[config.mk]
export PLATFORM = sky130hd
export DESIGN_NAME = pgf_flag_logic
export DESIGN_NICKNAME = d
export VERILOG_FILES = /design/src/rtl/pgf_pkg.sv /design/src/rtl/pgf_deglitch.sv /design/src/rtl/pgf_pg_ctrl.sv /design/src/rtl/pgf_fault_merge.sv /design/src/rtl/pgf_flag_logic.sv
export SDC_FILE = /design/constraint.sdc
export NUM_CORES = 1
export LEC_CHECK = 0
export BUFFER_PORTS_ARGS = -buffer_cell sky130_fd_sc_hd__buf_2
export CORE_AREA = 8 8 70 102
export CTS_CLUSTER_DIAMETER = 60
export DETAILED_ROUTE_END_ITERATION = 12
export DIE_AREA = 0 0 78 110
export MAX_ROUTING_LAYER = met4
export PLACE_DENSITY = 0.7
export SKIP_CTS_REPAIR_TIMING = 1
export SLEW_MARGIN = 20
export SYNTH_ARGS = -nofsm -noshare
export SYNTH_HDL_FRONTEND = slang
export SYNTH_SLANG_ARGS = --single-unit
[constraint.sdc]
create_clock -name clk -period 4.2 [get_ports clk]
set_clock_uncertainty 0.15 [all_clocks]
set_input_delay 0.42 -clock clk [delete_from_list [all_inputs] [get_ports clk]]
set_output_delay 0.42 -clock clk [all_outputs]
set_load 0.005 [all_outputs]
[src/rtl/pgf_pkg.sv]
package pgf_pkg;

    typedef struct packed {
        logic hs_en;
        logic vds_lo;
        logic vds_hi;
        logic tmo_latched;
        logic imon_short;
        logic or_en;
        logic cp_up;
        logic or_drop_hi;
        logic over_temp;
    } pgf_flags_t;

    typedef enum logic {
        PG_LOW  = 1'b0,
        PG_HIGH = 1'b1
    } pg_state_e;

    function automatic int unsigned cnt_bits(input int unsigned limit);
        int unsigned b;
        b = $clog2(limit + 1);
        return (b < 1) ? 1 : b;
    endfunction

endpackage

[src/rtl/pgf_deglitch.sv]
module pgf_deglitch #(
    parameter int unsigned DELAY = 4
) (
    input  logic clk,
    input  logic rst,
    input  logic cond,
    output logic done
);
    localparam int unsigned W = pgf_pkg::cnt_bits(DELAY);
    localparam logic [W-1:0] LIMIT = W'(DELAY);

    logic [W-1:0] cnt_q;

    always_ff @(posedge clk) begin
        if (rst || !cond) begin
            cnt_q <= '0;
        end else if (cnt_q != LIMIT) begin
            cnt_q <= cnt_q + 1'b1;
        end
    end

    assign done = (cnt_q == LIMIT);

    // an interrupted condition can never leave the filter qualified
    assert_drop_clears_R9: assert property (@(posedge clk) disable iff (rst)
        !cond |=> !done);

endmodule

[src/rtl/pgf_pg_ctrl.sv]
module pgf_pg_ctrl #(
    parameter int unsigned ON_CYC  = 4,
    parameter int unsigned OFF_CYC = 8
) (
    input  logic                clk,
    input  logic                rst,
    input  pgf_pkg::pgf_flags_t flags,
    output logic                pg
);
    import pgf_pkg::*;

    logic      off_cause, on_cause;
    logic      on_done, off_done;
    pg_state_e st_q;

    assign off_cause = !flags.hs_en || flags.vds_hi || flags.tmo_latched;
    assign on_cause  = flags.hs_en && flags.vds_lo && !off_cause;

    pgf_deglitch #(.DELAY(ON_CYC)) on_filt_i (
        .clk (clk),
        .rst (rst),
        .cond(on_cause),
        .done(on_done)
    );

    pgf_deglitch #(.DELAY(OFF_CYC)) off_filt_i (
        .clk (clk),
        .rst (rst),
        .cond(off_cause),
        .done(off_done)
    );

    always_ff @(posedge clk) begin
        if (rst) begin
            st_q <= PG_LOW;
        end else begin
            unique case (st_q)
                PG_LOW:  if (on_done)  st_q <= PG_HIGH;
                PG_HIGH: if (off_done) st_q <= PG_LOW;
                default: st_q <= PG_LOW;
            endcase
        end
    end

    assign pg = (st_q == PG_HIGH);

    assert_pg_rise_R1: assert property (@(posedge clk) disable iff (rst)
        $rose(pg) |-> $past(flags.hs_en && flags.vds_lo && !flags.vds_hi && !flags.tmo_latched));

    assert_pg_fall_R2: assert property (@(posedge clk) disable iff (rst)
        $fell(pg) |-> $past(!flags.hs_en || flags.vds_hi || flags.tmo_latched));

    assert_pg_hold_R3: assert property (@(posedge clk) disable iff (rst)
        (flags.hs_en && !flags.tmo_latched && !flags.vds_lo && !flags.vds_hi) |=> $stable(pg));

endmodule

[src/rtl/pgf_fault_merge.sv]
module pgf_fault_merge #(
    parameter int unsigned CP_CYC = 8
) (
    input  logic                clk,
    input  logic                rst,
    input  pgf_pkg::pgf_flags_t flags,
    output logic                fault_n
);
    localparam int unsigned N_SRC = 5;

    logic [N_SRC-1:0] src;
    logic             cp_done;
    logic             flt_q;

    pgf_deglitch #(.DELAY(CP_CYC)) cp_filt_i (
        .clk (clk),
        .rst (rst),
        .cond(!flags.cp_up),
        .done(cp_done)
    );

    assign src[0] = !flags.hs_en && flags.imon_short;
    assign src[1] = flags.tmo_latched;
    assign src[2] = flags.or_en && flags.cp_up && flags.or_drop_hi;
    assign src[3] = cp_done;
    assign src[4] = flags.over_temp;

    always_ff @(posedge clk) begin
        if (rst) flt_q <= 1'b0;
        else     flt_q <= |src;
    end

    assign fault_n = !flt_q;

    assert_short_fault_R4: assert property (@(posedge clk) disable iff (rst)
        (!flags.hs_en && flags.imon_short) |=> !fault_n);

    assert_timeout_fault_R5: assert property (@(posedge clk) disable iff (rst)
        flags.tmo_latched |=> !fault_n);

    assert_oring_open_R6: assert property (@(posedge clk) disable iff (rst)
        (flags.or_en && flags.cp_up && flags.or_drop_hi) |=> !fault_n);

    assert_overtemp_R7: assert property (@(posedge clk) disable iff (rst)
        flags.over_temp |=> !fault_n);

endmodule

[src/rtl/pgf_flag_logic.sv]
module pgf_flag_logic #(
    parameter int unsigned PG_ON_CYC   = 125000,
    parameter int unsigned PG_OFF_CYC  = 1000000,
    parameter int unsigned CP_DOWN_CYC = 4000000
) (
    input  logic clk,
    input  logic rst,
    input  logic hs_en,
    input  logic vds_lo,
    input  logic vds_hi,
    input  logic tmo_latched,
    input  logic imon_short,
    input  logic or_en,
    input  logic cp_up,
    input  logic or_drop_hi,
    input  logic over_temp,
    output logic pg,
    output logic fault_n
);
    import pgf_pkg::*;

    pgf_flags_t flags;

    always_comb begin
        flags.hs_en       = hs_en;
        flags.vds_lo      = vds_lo;
        flags.vds_hi      = vds_hi;
        flags.tmo_latched = tmo_latched;
        flags.imon_short  = imon_short;
        flags.or_en       = or_en;
        flags.cp_up       = cp_up;
        flags.or_drop_hi  = or_drop_hi;
        flags.over_temp   = over_temp;
    end

    pgf_pg_ctrl #(.ON_CYC(PG_ON_CYC), .OFF_CYC(PG_OFF_CYC)) pg_i (
        .clk  (clk),
        .rst  (rst),
        .flags(flags),
        .pg   (pg)
    );

    pgf_fault_merge #(.CP_CYC(CP_DOWN_CYC)) flt_i (
        .clk    (clk),
        .rst    (rst),
        .flags  (flags),
        .fault_n(fault_n)
    );

    assert_reset_state_R10: assert property (@(posedge clk)
        $past(rst) |-> (!pg && fault_n));

endmodule

# Word level (Yosys, flattened, before mapping)
# Index checks and enable logic that the tools add are counted.
# W data, S select, Z words.
# totals
register_bits	61
in_bits	11
elab_cells	33
# classes
n_addsub	3
eq_ne	6
n_mux	3
bitwise	1
reduce_logical	15
# op_table
op	n
$add A22 B1 Y22 const B	1
$eq A22 B22 Y1 const B	1
$ne A22 B22 Y1 const B	1
$add A20 B1 Y20 const B	1
$eq A20 B20 Y1 const B	1
$ne A20 B20 Y1 const B	1
$add A17 B1 Y17 const B	1
$eq A17 B17 Y1 const B	1
$ne A17 B17 Y1 const B	1
$logic_and A1 B1 Y1	5
$logic_or A1 B1 Y1	5
$reduce_or A5 Y1	1
$logic_not A1 Y1	4
$mux W1	2
$pmux W1 S2	1
$not A1 Y1	1

# Longest topological paths before layout
# Gate-level depths: netlist of run 1.
# depth
depth_word	7
mapped_depth	6
depth_no_buf	6

# Cells and area by module
# Synthesis of run 1 repeated with hierarchy kept, for this count alone.
# hier_totals
cells_unflattened	356
hier_area_um2	3078.0
# modules_own_cells
module	n_inst	cells_each	area_each_um2	seq_area_each_um2
pgf_deglitch at flt_i.cp_filt_i	1	127	1122.3	440.4
pgf_deglitch at pg_i.off_filt_i	1	117	1011.0	400.4
pgf_deglitch at pg_i.on_filt_i	1	98	838.3	340.3
pgf_pg_ctrl	1	7	56.3	20.0
pgf_fault_merge	1	7	50.0	20.0

# Worst setup path after synthesis of run 1
# No wires, ideal clock.
# synth_timing
path_kind	reg-to-reg
from	register flt_i.cp_filt_i.cnt_q[0]
to	register flt_i.cp_filt_i.cnt_q[20]
t_arrival_ps	1782
required_time_ps	3980
slack_ps	2197
stages_incl_launch_ff	7
synth_period_minus_slack_ps	2003
path_cell_list	dfxtp_1 > ha_1 > nand3_1 > or4b_1 > buf_2 > or3_1 > a21oi_1
# synth_between
elab_chain_len	1
word_cells_on_any_way	2
# synth_rtl
item	line	text
start, declared	pgf_deglitch.sv:12	logic [W-1:0] cnt_q;
start signal, assigned	pgf_deglitch.sv:18	cnt_q <= cnt_q + 1'b1;
$add A22 B1 Y22 / $ne A22 B22 Y1 (equally long branches)	pgf_deglitch.sv:18, pgf_deglitch.sv:17	
# Parallel ways exist; a longest one is shown, timed or not.
# A chain may end at the register's enable or synchronous reset.

# Worst setup path after layout of run 1
# layout_timing
from	register flt_i.cp_filt_i.cnt_q[1]
to	register flt_i.cp_filt_i.cnt_q[20]
# The elaborated chain is that of the path after synthesis.

==> results of run 1 <==
## registers in the layout, indices dropped and copies added, names as in the netlist
name                   count
pg_i.off_filt_i.cnt_q     20
flt_i.cp_filt_i.cnt_q     22
pg_i.on_filt_i.cnt_q      17
pg_i.pg                    1
flt_i.flt_q                1
## critical path: stages, from the launching register on
cell and delay [ps]:
dfxtp_1 400, ha_1 200, nand3_1 220, or4b_1 650, or3_1 380, a21oi_1 130
## routing by layer
layer | share of wire | track usage
met1 | 0.46 | 0.170
met2 | 0.50 | 0.258
met3 | 0.027 | 0.0446
met4 | 0.022 | 0.0731
met5 | 0 | -
## power by group through the flow
stage               clock (mW)  combinational [mW]  sequential (mW)
CTS                      0.602              0.0292            0.587
global route             0.633              0.0327            0.587
finish                   0.592              0.0288            0.587
detailed placement           0              0.0290            0.600
floorplan                    0              0.0178            0.599
global placement             0              0.0286            0.600
## worst min-delay path by stage
| stage | start | end | slack, ps | cells past startpoint |
|---|---|---|---|---|
| after floorplan | flt_i.cp_filt_i.cnt_q[21] | flt_i.cp_filt_i.cnt_q[21] | 300 | 2 |
| after global placement | flt_i.cp_filt_i.cnt_q[20] | flt_i.cp_filt_i.cnt_q[20] | 330 | 2 |
| after detailed placement | flt_i.cp_filt_i.cnt_q[20] | flt_i.cp_filt_i.cnt_q[20] | 330 | 2 |
| after CTS | rst | pg_i.pg | 170 | 2 |
| after global routing | rst | pg_i.pg | 170 | 2 |
| final | rst | pg_i.pg | 170 | 2 |
## placed cells by master (no fill, tap or decap), types with 2 or more instances in the layout
cell type,count
clkbuf_8,11
a21oi_1,24
and2_1,4
nor3_1,10
nand4b_1,5
nand3b_1,2
bufinv_16,2
nor3b_1,2
nor4_1,10
o31ai_1,2
or3_1,12
xnor2_1,18
nor4b_1,7
nand4_1,17
and3_1,4
o21ai_0,19
nor4bb_1,3
ha_1,6
buf_2,12
inv_1,15
and4_1,9
nand2b_1,3
nand3_1,27
clkinv_2,2
nand2_1,15
nor2_1,38
dfxtp_1,61
xor2_1,15
or2_2,3
## cell families after synthesis
family	Yosys count	synth area share
fa+ha+maj	6	0.0253
simple gates	178	0.344
buf+inv	24	0.0307
mux	2	0.00716
flops	61	0.411
xor+xnor	33	0.0973
compound gates	48	0.0846
## final cells by class
type / count / share of cell area
inverters: 15 / 0.0170
multi-input cells: 267 / 0.500
clock inverters: 4 / 0.0211
clock buffers: 12 / 0.0467
repair buffers: 13 / 0.0204
flip-flops and latches: 61 / 0.368
well taps: 72 / 0.0271
==> results.json, run 1 <==
{
  "n_antenna_cell": 0,
  "synth_cells": 352,
  "fin_util": 0.582,
  "synth_fp_nets": 369,
  "power.share.clock": 0.490,
  "yosysSeqAreaShare": 0.411,
  "multiInputGateArea_um2": 1660,
  "synthDominantCellAreaShare": 0.411,
  "comb_power_share": 0.024,
  "syn-mean-instance-area_um2": 8.44,
  "final_cell_count_no_fill": 444,
  "final_layout_size_suffix_gt1_frac": 0.0914,
  "cts_tree": "done",
  "power_density_nw_per_um2": 364,
  "power_mw": 1.21,
  "start_util": 0.521,
  "p_sw_mw": 0.249,
  "fp.coreArea_um2": 5700,
  "wl_mm": 6.10,
  "run_status": "completed",
  "fill_cells": 516,
  "dp.cells": 428,
  "finalWorstSetupSlack_ps": 1990,
  "p_leak_nw": 1.04,
  "synth_cell_types": 40,
  "critPathArrivalTime_ps": 2340,
  "period_share": 0.526,
  "avgRoutedWirePerCell_um": 13.7,
  "post-place-ws_ps": 2010,
  "synth-edff-count": 0,
  "crit_path_start": "flt_i.cp_filt_i.cnt_q[1]",
  "path_clk_slew_ps": 60,
  "critPathMaxFanout": 8,
  "design_area_um2": 3320,
  "crit_type": "flip-flop to flip-flop",
  "switching_share": 0.206,
  "htreeDepth": 3,
  "r2r_cells": 5,
  "hold_viol_final": 0,
  "yosysMostFrequentCell": "dfxtp_1",
  "synth_area_um2": 2970,
  "dp_hpwl_mm": 4.33,
  "numCtsBuffers": 9,
  "drt_iter0_drc": 117,
  "peakVddDrop_uv": 240,
  "ant_nets": 0,
  "hold_path_class": "input port to flip-flop",
  "grt_max_degree": 22,
  "globalplace.congestion": 0.851,
  "maxCapViolCount": 0,
  "io_pins": 13,
  "rows": 34,
  "synth_area_leaders": "dfxtp_1 41%, xnor2_1 5.3%, nor2_1 4.8%",
  "dieHeight_um": 110,
  "synthFlopType": "dfxtp_1",
  "reg2reg_to": "flt_i.cp_filt_i.cnt_q[20]",
  "clk_path_buf_depth": 2,
  "regArea_um2": 1220,
  "numPortBuffers": 12,
  "area_growth_pct": 11.7,
  "grt_pass1_wl_mm": 10.5,
  "drcViolationCount": 0,
  "synth_common_cells": "61 x dfxtp_1, 38 x nor2_1, 27 x nand3_1, 24 x a21oi_1, 19 x o21ai_0",
  "drt-vias-per-instance": 5.73,
  "die-width_um": 78,
  "grt_pass1_vias": 2373,
  "worst_pin_slew_ps": 660,
  "yosys.area.top_type": "dfxtp_1",
  "crit_path_end": "flt_i.cp_filt_i.cnt_q[20]",
  "nets": 384,
  "grt_usage": 0.156,
  "rrSetupSlack_ps": 1990,
  "synthArstFlopShare": 0,
  "rsz0062_at_grt": "no",
  "sequentialPowerShare": 0.486,
  "critical_path.endpoint_type": "flip-flop",
  "root_buffer": "clkbuf_8",
  "r2r_start": "flt_i.cp_filt_i.cnt_q[1]",
  "ys_warn_count": 0,
  "critPathRequiredTime_ps": 4330,
  "placed_area_um2": 3090,
  "dieArea_um2": 8580,
  "fin_crit_ps": 2210,
  "antenna_found_initial": 0,
  "setup_tns_ps": 0,
  "drv_slew": 0,
  "clkLatencyLatePin_ps": 340,
  "p_int_mw": 0.958,
  "max_freq_mhz": 452,
  "numClockSinks": 61,
  "setup_viol": 0,
  "firstDrtPassIters": 4,
  "timing.hold.ws_ps": 173,
  "synth_seq_cells": 61,
  "start_kind": "flip-flop",
  "slew_headroom": 0.558,
  "grt_overflow": 0,
  "vias": 2544
}
No activity file was read; power rests on OpenSTA's default activity.
==> inputs of run 2 (changes only) <==
--- a/config.mk
+++ b/config.mk
@@ -11,7 +11,7 @@
 export DETAILED_ROUTE_END_ITERATION = 12
 export DIE_AREA = 0 0 78 110
 export MAX_ROUTING_LAYER = met4
-export PLACE_DENSITY = 0.7
+export PLACE_DENSITY = 0.73
 export SKIP_CTS_REPAIR_TIMING = 1
 export SLEW_MARGIN = 20
 export SYNTH_ARGS = -nofsm -noshare
==> constraint.sdc (replaced) <==
create_clock -name clk -period 2 [get_ports clk]
set_clock_uncertainty 0.15 [all_clocks]
set_input_delay 0.2 -clock clk [delete_from_list [all_inputs] [get_ports clk]]
set_output_delay 0.2 -clock clk [all_outputs]
set_load 0.005 [all_outputs]
==> results.json, run 2 (synthesis gave the netlist of run 1 again) <==
{
  "globalplace.congestion": 0.804,
  "crit_path_end": "flt_i.cp_filt_i.cnt_q[20]",
  "n_antenna_cell": 0,
  "slowest_delay_ps": 550,
  "wl_mm": 6.59,
  "grt_pass1_vias": 2492,
  "rsz0062_at_grt": "no",
  "grt_overflow": 0,
  "critPathRequiredTime_ps": 2120,
  "firstDrtPassIters": 4,
  "grt_usage": 0.163,
  "critPathArrivalTime_ps": 2040,
  "top_regs": "flt_i.cp_filt_i.cnt_q x22, pg_i.off_filt_i.cnt_q x20, pg_i.on_filt_i.cnt_q x17",
  "hold_viol_final": 0,
  "io_pins": 13,
  "dieHeight_um": 110,
  "drv_slew": 0,
  "p_int_mw": 2.02,
  "peakVddDrop_uv": 504,
  "worst-path-buf-inv": 0,
  "cts_tree": "done",
  "rrSetupSlack_ps": 80,
  "start_kind": "flip-flop",
  "drcViolationCount": 0,
  "period_share": 0.962,
  "rows": 34,
  "final_cell_mix": "59 x dfxtp_1, 38 x nor2_1, 26 x nand3_1, 23 x a21oi_1, 19 x o21ai_0",
  "cp_top_family": "simple AND/OR/NAND/NOR gates",
  "worst_pin_slew_ps": 474,
  "crit_type": "flip-flop to flip-flop",
  "regArea_um2": 1220,
  "setup_viol": 0,
  "fp.coreArea_um2": 5700,
  "final_common_cell": "dfxtp_1",
  "power_density_nw_per_um2": 733,
  "numPortBuffers": 12,
  "antenna_found_initial": 0,
  "die-width_um": 78,
  "path_clk_slew_ps": 70,
  "root_buffer": "clkbuf_8",
  "p_leak_nw": 1.13,
  "run_status": "completed",
  "grt_max_degree": 23,
  "largest_reg_flops": 22,
  "area_growth_pct": 16.9,
  "drt_iter0_drc": 171,
  "final_layout_size_suffix_gt1_frac": 0.146,
  "ant_nets": 0,
  "avgRoutedWirePerCell_um": 14.3,
  "numCtsBuffers": 9,
  "dieArea_um2": 8580,
  "fill_cells": 518,
  "maxCapViolCount": 0,
  "r2r_cells": 5,
  "numClockSinks": 61,
  "drt-vias-per-instance": 5.67,
  "hold_path_class": "input port to flip-flop",
  "clkLatencyLatePin_ps": 330,
  "crit_slowest_cell": "or4b_4",
  "start_util": 0.521,
  "slew_headroom": 0.679,
  "switching_share": 0.206,
  "nets": 402,
  "htreeDepth": 3,
  "max_freq_mhz": 520,
  "vias": 2620,
  "cp.depth": 5,
  "p_sw_mw": 0.525,
  "grt_pass1_wl_mm": 11.0,
  "critPathMaxFanout": 8,
  "crit_path_start": "flt_i.cp_filt_i.cnt_q[1]",
  "multiInputGateArea_um2": 1670,
  "r2r_start": "flt_i.cp_filt_i.cnt_q[1]",
  "comb_power_share": 0.028,
  "power_mw": 2.55,
  "power.share.clock": 0.488,
  "path_cells": "ha_2 > nand3_2 > or4b_4 > or3_1 > a21oi_1",
  "placed_area_um2": 3230,
  "fin_crit_ps": 1920,
  "sequentialPowerShare": 0.484,
  "critical_path.endpoint_type": "flip-flop",
  "clk_path_buf_depth": 2,
  "dp_hpwl_mm": 4.76,
  "design_area_um2": 3470,
  "reg2reg_to": "flt_i.cp_filt_i.cnt_q[20]",
  "regMostFlops": "flt_i.cp_filt_i.cnt_q"
}
-- run 2: power by group through the flow --
stage          clock, mW  combinational [mW]  sequential [mW]
2_1_floorplan          0              0.0374             1.26
3_3_place_gp           0              0.0680             1.26
3_5_place_dp           0              0.0701             1.26
4_1_cts             1.26              0.0706             1.23
5_1_grt             1.32              0.0805             1.23
6_report            1.24              0.0715             1.23
-- run 2: stage by stage --
| step | setup TNS, ps | cells | util | worst slack, ps | hold slack (ps) |
|---|---|---|---|---|---|
| finish | 0 | 462 | 0.610 | 77.0 | 26.6 |
| global route | 0 | 462 | 0.610 | 25.0 | 23.4 |
| CTS | -29.6 | 461 | 0.606 | -28.0 | -49.7 |
| detailed placement | -27.6 | 445 | 0.566 | -27.6 | 312 |
| global placement | 0 | 445 | 0.566 | 53.1 | 296 |
| floorplan | 0 | 352 | - | 41.3 | 119 |
-- run 2: layout make-up --
cell class	count	share of cell area
Sequential cell	61	0.352
Multi-Input combinational cell	267	0.482
Clock inverter	4	0.0202
Clock buffer	12	0.0447
Inverter	15	0.0162
Timing Repair Buffer	31	0.0591
Tap cell	72	0.0259
-- run 2: how the worst min path moves through the flow --
stage | startpoint | to | slack (ps) | depth (start not counted)
global route | cp_up | flt_i.flt_q | 20 | 3
detailed placement | rst | flt_i.flt_q | 310 | 2
CTS | rst | pg_i.pg | -50 | 2
floorplan | rst | pg_i.pg | 120 | 1
global placement | rst | pg_i.pg | 300 | 2
finish | cp_up | flt_i.flt_q | 30 | 3
-- run 2: layer usage --
| layer | wire length [µm] | track usage | up-vias | part of all wire |
|---|---|---|---|---|
| met2 | 3390 | 0.284 | 45 | 0.51 |
| li1 | - | - | 1340 | - |
| met4 | 171 | 0.0891 | 0 | 0.026 |
| met3 | 215 | 0.0381 | 12 | 0.033 |
| met1 | 2810 | 0.168 | 1223 | 0.43 |
| met5 | 0 | - | - | 0 |
-- run 2: worst register-to-register path, delay by kind of cell (launching register included) --
family,cells,cell delay [ps]
AOI/OAI and AO/OA,1,140
adders and majority gates,1,210
DFF,1,350
and+or+nand+nor,3,1020
